**src/rtl/burst_rd_pkg.sv**
```systemverilog
package burst_rd_pkg;

  typedef enum logic [1:0] {
    ST_IDLE,
    ST_LAT,
    ST_XFER,
    ST_STALL
  } seqState_t;

  // Read configuration register layout (bit 15 down to bit 0)
  typedef struct packed {
    logic       syncMode;   // 15
    logic [3:0] latCode;    // 14:11
    logic       waitPol;    // 10
    logic       holdTwo;    // 9
    logic       waitEarly;  // 8
    logic [3:0] spare;      // 7:4
    logic       wrapEn;     // 3
    logic [2:0] lenCode;    // 2:0
  } rdCfg_t;

  // Strobes from control to datapath
  typedef struct packed {
    logic capture;   // latch start address and space select
    logic loadCur;   // output word at current address
    logic step;      // advance current address
    logic loadNext;  // output word at next address
  } dpStrobe_t;

  localparam logic [15:0] CFG_RESET = 16'h0400;
  localparam int          LAT_W     = 4;
  localparam int          MIN_LAT   = 2;

endpackage

```
**src/rtl/burst_array_model.sv**
```systemverilog
module burst_array_model #(
  parameter int          AW   = 16,
  parameter int          DW   = 16,
  parameter logic [DW-1:0] SEED = 'hA53C
) (
  input  logic [AW-1:0] rdAddr,
  output logic [DW-1:0] rdWord
);

  logic [DW-1:0] addrFit;

  generate
    if (AW >= DW) begin : g_trunc
      assign addrFit = rdAddr[DW-1:0];
    end else begin : g_ext
      assign addrFit = {{(DW-AW){1'b0}}, rdAddr};
    end
  endgenerate

  assign rdWord = addrFit ^ SEED;

endmodule

```
**src/rtl/burst_seq_ctrl.sv**
```systemverilog
module burst_seq_ctrl
  import burst_rd_pkg::*;
#(
  parameter int CNT_W = 5
) (
  input  logic      clk,
  input  logic      rstN,
  input  logic      cfgWrEn,
  input  logic [15:0] cfgWrData,
  input  logic      chipEn,
  input  logic      addrValid,
  input  logic      rowCross,
  input  logic      nonArr,
  output rdCfg_t    cfgQ,
  output dpStrobe_t strobe,
  output logic      dataValid,
  output logic      waitAct
);

  seqState_t        st, stD;
  logic [LAT_W-1:0] cnt, cntD;
  logic [LAT_W-1:0] effLat;
  logic [CNT_W-1:0] wordsLeft, wordsD, burstLen;
  logic             holdQ, holdD, holdLast;
  logic             crossed, crossedD;
  logic             contQ, contD, isCont;
  logic             validQ, validD;
  logic             startReq;

  // configuration register
  always_ff @(posedge clk or negedge rstN) begin
    if (!rstN) cfgQ <= rdCfg_t'(CFG_RESET);
    else if (cfgWrEn) cfgQ <= rdCfg_t'(cfgWrData);
  end

  always_comb begin
    effLat = (cfgQ.latCode < LAT_W'(MIN_LAT)) ? LAT_W'(MIN_LAT) : cfgQ.latCode;
    case (cfgQ.lenCode)
      3'd1:    burstLen = CNT_W'(4);
      3'd2:    burstLen = CNT_W'(8);
      3'd3:    burstLen = CNT_W'(16);
      default: burstLen = '0;
    endcase
    isCont   = (burstLen == '0);
    holdLast = cfgQ.holdTwo ? holdQ : 1'b1;
    startReq = addrValid && chipEn && cfgQ.syncMode;
  end

  always_comb begin
    stD      = st;
    cntD     = cnt;
    wordsD   = wordsLeft;
    holdD    = holdQ;
    crossedD = crossed;
    contD    = contQ;
    validD   = validQ;
    strobe   = '0;
    if (!chipEn) begin
      stD    = ST_IDLE;
      validD = 1'b0;
    end else if (startReq) begin
      strobe.capture = 1'b1;
      stD      = ST_LAT;
      cntD     = effLat;
      validD   = 1'b0;
      holdD    = 1'b0;
      wordsD   = burstLen;
      crossedD = 1'b0;
      contD    = isCont;
    end else begin
      case (st)
        ST_LAT, ST_STALL: begin
          if (cnt == LAT_W'(1)) begin
            strobe.loadCur = 1'b1;
            validD = 1'b1;
            holdD  = 1'b0;
            stD    = ST_XFER;
          end else begin
            cntD = cnt - LAT_W'(1);
          end
        end
        ST_XFER: begin
          if (holdLast) begin
            if (!contQ && wordsLeft == CNT_W'(1)) begin
              stD    = ST_IDLE;
              validD = 1'b0;
            end else begin
              if (!contQ) wordsD = wordsLeft - CNT_W'(1);
              strobe.step = 1'b1;
              holdD = 1'b0;
              if (contQ && rowCross && !nonArr && !crossed) begin
                stD      = ST_STALL;
                cntD     = effLat - LAT_W'(1);
                validD   = 1'b0;
                crossedD = 1'b1;
              end else begin
                strobe.loadNext = 1'b1;
              end
            end
          end else begin
            holdD = 1'b1;
          end
        end
        default: ;
      endcase
    end
  end

  always_ff @(posedge clk or negedge rstN) begin
    if (!rstN) begin
      st        <= ST_IDLE;
      cnt       <= '0;
      wordsLeft <= '0;
      holdQ     <= 1'b0;
      crossed   <= 1'b0;
      contQ     <= 1'b0;
      validQ    <= 1'b0;
    end else begin
      st        <= stD;
      cnt       <= cntD;
      wordsLeft <= wordsD;
      holdQ     <= holdD;
      crossed   <= crossedD;
      contQ     <= contD;
      validQ    <= validD;
    end
  end

  assign dataValid = validQ;

  // logical WAIT: either the present slot is empty, or (early mode) the next one
  always_comb begin
    if (st == ST_IDLE) waitAct = 1'b0;
    else if (cfgQ.waitEarly) waitAct = !validD && (stD != ST_IDLE);
    else waitAct = !validQ;
  end

endmodule

```
**src/rtl/burst_seq_dp.sv**
```systemverilog
module burst_seq_dp
  import burst_rd_pkg::*;
#(
  parameter int AW        = 16,
  parameter int DW        = 16,
  parameter int ROW_WORDS = 16
) (
  input  logic          clk,
  input  logic          rstN,
  input  dpStrobe_t     strobe,
  input  rdCfg_t        cfgQ,
  input  logic [AW-1:0] addrIn,
  input  logic          spaceSel,
  input  logic [DW-1:0] statusWord,
  input  logic [DW-1:0] arrWord,
  output logic [AW-1:0] arrAddr,
  output logic [DW-1:0] dataOut,
  output logic          rowCross,
  output logic          nonArrQ
);

  localparam int ROW_W = (ROW_WORDS > 1) ? $clog2(ROW_WORDS) : 1;

  logic [AW-1:0] curAddr, nextAddr, grpMask, incAddr;
  logic [DW-1:0] dataQ;
  logic          wrapOn;

  always_comb begin
    case (cfgQ.lenCode)
      3'd1:    grpMask = AW'(3);
      3'd2:    grpMask = AW'(7);
      3'd3:    grpMask = AW'(15);
      default: grpMask = '0;
    endcase
    wrapOn   = cfgQ.wrapEn && (grpMask != '0);
    incAddr  = curAddr + AW'(1);
    nextAddr = wrapOn ? ((curAddr & ~grpMask) | (incAddr & grpMask)) : incAddr;
    rowCross = (nextAddr[ROW_W-1:0] == '0);
    arrAddr  = strobe.loadNext ? nextAddr : curAddr;
  end

  always_ff @(posedge clk or negedge rstN) begin
    if (!rstN) begin
      curAddr <= '0;
      nonArrQ <= 1'b0;
      dataQ   <= '0;
    end else begin
      if (strobe.capture) begin
        curAddr <= addrIn;
        nonArrQ <= spaceSel;
      end else if (strobe.step) begin
        curAddr <= nextAddr;
      end
      if (strobe.loadCur || strobe.loadNext)
        dataQ <= nonArrQ ? statusWord : arrWord;
    end
  end

  assign dataOut = dataQ;

endmodule

```
**src/rtl/burst_read_seq.sv**
```systemverilog
module burst_read_seq
  import burst_rd_pkg::*;
#(
  parameter int            AW         = 16,
  parameter int            DW         = 16,
  parameter int            ROW_WORDS  = 16,
  parameter logic [DW-1:0] ARRAY_SEED = 'hA53C
) (
  input  logic          clk,
  input  logic          rstN,
  input  logic          cfgWrEn,
  input  logic [15:0]   cfgWrData,
  input  logic          chipEn,
  input  logic          outEn,
  input  logic          addrValid,
  input  logic [AW-1:0] addrIn,
  input  logic          spaceSel,
  input  logic [DW-1:0] statusWord,
  output logic [DW-1:0] dataOut,
  output logic          dataValid,
  output logic          waitOut,
  output logic          waitOe
);

  rdCfg_t        cfgQ;
  dpStrobe_t     strobe;
  logic          rowCross, nonArrQ, waitAct;
  logic [AW-1:0] arrAddr;
  logic [DW-1:0] arrWord;

  burst_seq_ctrl #(.CNT_W(5)) ctrl_i (
    .clk(clk), .rstN(rstN), .cfgWrEn(cfgWrEn), .cfgWrData(cfgWrData),
    .chipEn(chipEn), .addrValid(addrValid), .rowCross(rowCross),
    .nonArr(nonArrQ), .cfgQ(cfgQ), .strobe(strobe),
    .dataValid(dataValid), .waitAct(waitAct)
  );

  burst_seq_dp #(.AW(AW), .DW(DW), .ROW_WORDS(ROW_WORDS)) dp_i (
    .clk(clk), .rstN(rstN), .strobe(strobe), .cfgQ(cfgQ),
    .addrIn(addrIn), .spaceSel(spaceSel), .statusWord(statusWord),
    .arrWord(arrWord), .arrAddr(arrAddr), .dataOut(dataOut),
    .rowCross(rowCross), .nonArrQ(nonArrQ)
  );

  burst_array_model #(.AW(AW), .DW(DW), .SEED(ARRAY_SEED)) array_i (
    .rdAddr(arrAddr), .rdWord(arrWord)
  );

  assign waitOe  = chipEn && outEn;
  assign waitOut = waitOe && (cfgQ.waitPol ? waitAct : !waitAct);

endmodule

```
**config.mk**
```make
export PLATFORM = sky130hd
export DESIGN_NAME = burst_read_seq
export DESIGN_NICKNAME = d
export VERILOG_FILES = /design/src/rtl/burst_rd_pkg.sv /design/src/rtl/burst_array_model.sv /design/src/rtl/burst_seq_ctrl.sv /design/src/rtl/burst_seq_dp.sv /design/src/rtl/burst_read_seq.sv
export SDC_FILE = /design/constraint.sdc
export NUM_CORES = 1
export LEC_CHECK = 0
export ABC_AREA = 1
export BUFFER_PORTS_ARGS = -buffer_cell sky130_fd_sc_hd__buf_2
export CAP_MARGIN = 40
export CORE_MARGIN = 3
export CORE_UTILIZATION = 40
export DETAILED_ROUTE_END_ITERATION = 12
export PLACE_DENSITY = 0.66
export SYNTH_ARGS = -nofsm -noshare
export SYNTH_HDL_FRONTEND = slang
export SYNTH_SLANG_ARGS = --single-unit
export TNS_END_PERCENT = 20
```
**constraint.sdc**
```tcl
create_clock -name clk -period 3.7 [get_ports clk]
set_input_delay 0.555 -clock clk [delete_from_list [all_inputs] [get_ports clk]]
set_output_delay 0.555 -clock clk [all_outputs]
set_load 0.01 [all_outputs]
```
Word-level counts from Yosys, hierarchy flattened
Index checks and enable logic that the tools add are counted.

word-level totals
  output and inout port bits = 19
  bits in registers = 60
  input port bits = 55
  word-level logic and storage cells = 132

operators by class
  eq/ne operators = 16
  bitwise logic cells = 5
  add/sub/neg operators = 4
  $lt $le $gt $ge = 1
  mux-type cells = 56
  reductions and logical operators = 33

operators with widths
  kind                                                                     number
  16-bit 2-to-1 mux                                                        5
  4-bit 2-to-1 mux                                                         7
  5-bit 2-to-1 mux                                                         5
  1-bit 2-to-1 mux                                                         23
  2-bit 2-to-1 mux                                                         9
  16-bit by 1-bit adder with 16-bit output, second input constant          1
  16-bit AND                                                               1
  16-bit by 4-bit AND with 16-bit output                                   1
  4-bit NOT with 16-bit output                                             1
  16-bit bitwise OR                                                        1
  16-bit nonzero test                                                      1
  5-bit case mux with 3 select lines                                       1
  4-bit case mux with 3 select lines                                       1
  1-bit logical AND                                                        10
  5-bit AND reduction                                                      2
  2-bit nonzero test                                                       5
  3-bit by 1-bit inequality test with 1-bit output, second input constant  3
  8-bit NOT                                                                1
  4-bit case mux with 2 select lines                                       1
  4-bit by 1-bit subtractor with 4-bit output, second input constant       2
  3-bit by 2-bit equality test with 1-bit output, second input constant    2
  1-bit zero test                                                          6
  3-bit by 2-bit inequality test with 1-bit output, second input constant  2
  6-bit AND reduction                                                      1
  other kinds (21)                                                         23

Longest topological paths before layout
  word-level depth = 23
  depth in mapped cells = 16
  depth with buffers taken out = 16

Modules after synthesis
A second synthesis with hierarchy kept.

second synthesis, totals
  cell total of the unflattened synthesis = 528
  area total of the unflattened synthesis = 3913.8 um2

by module, submodules not included
  module             cells each  times used  area each (um2)  sequential area each (um2)
  burst_seq_dp       302         1           2094.5           825.8
  burst_seq_ctrl     203         1           1694.1           777.0
  burst_array_model  16          1           90.1             0.0
  burst_read_seq     7           1           35.0             0.0

Least setup slack after synthesis
Ideal clock, no wire load.

  path kind = register -> output
  start = register dp_i.curAddr[0]
  end = output waitOut
  arrival = 1.676 ns
  cell stages (with the launch flop) = 13
  slack = 1.469 ns
  data required time = 3.145 ns
  path buffers = 0
  cells stage by stage = dfrtp_1 ha_1 xnor2_1 nand2_1 a21oi_2 nand2_2 nand2_1 nand2_1 nand2_1 nand3_1 nand2_1 a21oi_1 nor2_1

on the way
  longest elaborated chain between the ends = 21
  elaborated cells between the ends (all ways) = 29
  classes of those cells = add/sub (1); mux (16); bitwise (3); reduce/logical (9)

ends and longest elaborated chain
  item                                                   line                   text
  start, declared                                        burst_seq_dp.sv:24     logic [AW-1:0] curAddr, nextAddr, grpMask, incAddr;
  start signal, assigned                                 burst_seq_dp.sv:49     curAddr <= addrIn;
  start signal, assigned                                 burst_seq_dp.sv:52     curAddr <= nextAddr;
  16-bit by 1-bit adder with 16-bit output               burst_seq_dp.sv:36     incAddr = curAddr + AW'(1);
  16-bit by 4-bit AND with 16-bit output                 burst_seq_dp.sv:37     nextAddr = wrapOn ? ((curAddr & ~grpMask) | (incAddr & grpMask)) : incAddr;
  16-bit bitwise OR                                      burst_seq_dp.sv:37
  16-bit 2-to-1 mux *                                    burst_seq_dp.sv:37
  4-bit zero test *                                      burst_seq_dp.sv:38     rowCross = (nextAddr[ROW_W-1:0] == '0);
  1-bit logical AND * (3 in a row)                       burst_seq_ctrl.sv:91   if (contQ && rowCross && !nonArr && !crossed) begin
  2-bit 2-to-1 mux or 1-bit 2-to-1 mux (tied branches)   burst_seq_ctrl.sv:91
  2-bit 2-to-1 mux or 1-bit 2-to-1 mux (tied branches)   burst_seq_ctrl.sv:84   if (!contQ && wordsLeft == CNT_W'(1)) begin
  [... 3 more ...]                                       -
  2-bit 2-to-1 mux or 1-bit 2-to-1 mux (tied branches)   burst_seq_ctrl.sv:58   if (!chipEn) begin
  2-bit nonzero test or 1-bit zero test (tied branches)  burst_seq_ctrl.sv:134  else if (cfgQ.waitEarly) waitAct = !validD && (stD != ST_IDLE);
  1-bit logical AND *                                    burst_seq_ctrl.sv:134
  1-bit 2-to-1 mux *                                     burst_seq_ctrl.sv:134
  1-bit 2-to-1 mux *                                     burst_seq_ctrl.sv:133  if (st == ST_IDLE) waitAct = 1'b0;
  1-bit zero test                                        burst_read_seq.sv:50   assign waitOut = waitOe && (cfgQ.waitPol ? waitAct : !waitAct);
  1-bit 2-to-1 mux *                                     burst_read_seq.sv:50
  1-bit logical AND *                                    burst_read_seq.sv:50
  end, declared                                          burst_read_seq.sv:21   output logic waitOut,

Mark *: on every way between the ends. The rest lies on a longest branch, timed or not.

Worst setup path after layout
Ends and elaborated chain as after synthesis.

==> metrics.csv <==
metric;value;unit
fin_skew;0.00354;ns
coreArea;8420;sq um
fillers;870;
grt_pass1_vias;3149;
status;finished clean;
drv_cap;0;
cts-root-buf;clkbuf_8;
start_kind;register;
cp_max_fo;6;
synth_compound_area_share;19.6;%
cellLeakagePower;1.98;nW
dp_hpwl;6600;um
fin_ws;0.826;ns
finalHoldViolCount;0;
tns;0;ns
clockBufferDepth;2;
io_pins;74;
synth-adder-area-share;2.11;%
cp_top_family;simple AND/OR/NAND/NOR gates;
grt_usage;18.5;%
die_w;100;um
rsz0062_at_grt;false;
synthMuxAreaShare;1.26;%
ys_async_sr_fraction;100;%
fmax;348;MHz
ant_nets;0;
tightest_slew;0.841;ns
drc;0;
grt_max_degree;36;
yosysSeqAreaShare;42.2;%
final_period_minus_worst_setup_slack;2.87;ns
critPathSlowestCell;dfrtp_1;
cts_resized;0;
wl_per_cell;14.0;um
finalCritPeriodShare;77.7;%
cpMostUsedCell;nand2_1;
ir_drop;235;uV
synth_ff_type;dfrtp_1;
synth_largest_area_cell;dfrtp_1;
vias;3258;
grt_pass1_wl;14800;um
pwr_density_cell;557;nW/um^2
initial_utilization;42.3;%
end_kind;primary output;
cts_made_buffers;9;
first_iter_violations;195;
antenna_found_initial;0;
drive_above_1_share;24.0;%
synth_top_area_share;41.4;%
cts_num_sinks;60;
dr.pass1.iters;5;
synth-edff-count;0;
clkTransAtPathRegs;0.06;ns
gp_congestion;0.871;
synth_cell_type_count;40;
dpl_worst_slack;0.674;ns
cell_internal_pwr;0.00145;W
grt-ovfl-total;0;
hold_buffers;0;
htree_levels;3;
swShare;37.2;%
reg2reg_depth;11;
path_cells;ha_1, xnor2_1, nand2_1, a21oi_2, nand2_2, nand2_1, nand2_1, nand2_1, nand3_1, nand2_1, nand3_1, nand2_1, nor2_1, buf_2;
fp.dieH;100;um
synth_area;3560;sq um
yosys.area_share.simple;22.1;%
synth_top_family_by_area;simple AND/OR/NAND/NOR gates;
port_buffers;69;
critical_path_class;reg -> out;
crit_cells;14;
n_antenna_cell;0;
seq_power_share;43.4;%
syn_inst;448;
dieArea;10100;sq um
worstHoldPathType;in -> async;
cp_slowest_stage_delay;0.44;ns
insertion_delay;0.34;ns
most-common-layout-cells;84 x nand2_1, 69 x buf_2, 59 x dfrtp_1;
finalSetupViolCount;0;
max_slew_margin;44.0;%
ys_top_cells_by_area;dfrtp_1 41%, nand2_1 8.9%, o21ai_0 5.3%;
finalMaxSlewViolations;0;
cts_tree;yes;
clkPwrFrac;22.6;%
post-cts-setup-buffers;0;
synth-seq-cells;60;
synth_nets;509;
mostFrequentLayoutCell;nand2_1;
pwr-share-comb;34.1;%
crit_buf_inv;1;
avgSynthCellArea;7.95;sq um
crit_required;3.14;ns
power.net_switching;0.000859;W
viasPerCell;5.21;
ys_warn_count;0;
rows;33;
arrival;2.32;ns
synthXorXnorAreaFrac;3.93;%
area_growth;16.3;%
routed_wl;8770;um
nNetsFinal;577;
[metal layers]
metal | wire [um] | share of wire (%) | vias to the layer above | GRT usage [%]
met5 | 0 | 0 | - | 0
met4 | 53 | 0.60 | 0 | 4.04
met3 | 605 | 6.9 | 6 | 5.00
met2 | 3990 | 46 | 112 | 29.6
met1 | 4120 | 47 | 1500 | 25.1
li1 | - | - | 1640 | -
[metrics by stage]
step	util, %	power [W]	cells	instance area (sq um)	hold slack [ns]
2_1_floorplan	-	0.00153	448	3560	0.259
3_3_place_gp	47.0	0.00176	609	3960	0.460
3_5_place_dp	47.2	0.00180	610	3980	0.439
4_1_cts	49.2	0.00233	625	4140	0.0698
5_1_grt	49.2	0.00250	625	4140	0.0627
6_report	49.2	0.00231	625	4140	0.0766
[final timing paths]
path | start | end | slack (ns)
hold reg to reg | dp_i.dataOut[1] | dp_i.dataOut[1] | 0.49
setup reg to reg | ctrl_i.wordsLeft[1] | dp_i.dataOut[1] | 0.97
min in group clk | cfgWrData[12] | ctrl_i.cfgQ[12] | 0.42
hold / removal | rstN | dp_i.curAddr[10] | 0.08
max in group asynchronous | rstN | ctrl_i.cfgQ[9] | 2.95
setup / recovery | dp_i.curAddr[0] | waitOut | 0.83
[registers in the layout, summed over array words and instances (netlist names)]
register,cells
ctrl_i.cfgQ,12
ctrl_i.cnt,4
ctrl_i.contQ,1
ctrl_i.crossed,1
ctrl_i.dataValid,1
ctrl_i.holdQ,1
ctrl_i.st,2
ctrl_i.wordsLeft,5
dp_i.curAddr,16
dp_i.dataOut,16
dp_i.nonArrQ,1
[power groups by stage]
stage | clock (W) | combinational [W] | sequential (W)
floorplan | 0 | 0.000516 | 0.00102
global route | 0.000571 | 0.000900 | 0.00103
CTS | 0.000539 | 0.000791 | 0.00100
finish | 0.000520 | 0.000786 | 0.00100
global placement | 0 | 0.000761 | 0.00100
detailed placement | 0 | 0.000787 | 0.00101
[synthesized netlist by cell type, types with 7 or more instances]
master    number
nand2_1       84
dfrtp_1       59
inv_1         46
o21ai_0       38
a21oi_1       37
nor2_1        34
nand3_1       17
o211ai_1      14
xor2_1        14
nand4_1        8
o21ai_1        8
nand2_2        7
o22ai_1        7
[cell families (layout without fill, tap and decap cells)]
logic type | count (synthesis) | after routing
compound gates | 121 | 121
flops | 60 | 60
mux | 4 | 4
simple gates | 170 | 170
fa+ha+maj | 6 | 6
xor+xnor | 16 | 16
buf+inv | 71 | 143
[layout make-up]
class                           count  area (sq um)  share of cell area, %
Clock buffer                       13           159                   3.83
Clock inverter                      2          10.0                  0.242
Inverter                           54           203                   4.89
Multi-Input combinational cell    317          1740                   42.1
Sequential cell                    60          1500                   36.3
Tap cell                          105           131                   3.17
Timing Repair Buffer               74           395                   9.54
No activity file was read; power rests on OpenSTA's default activity.
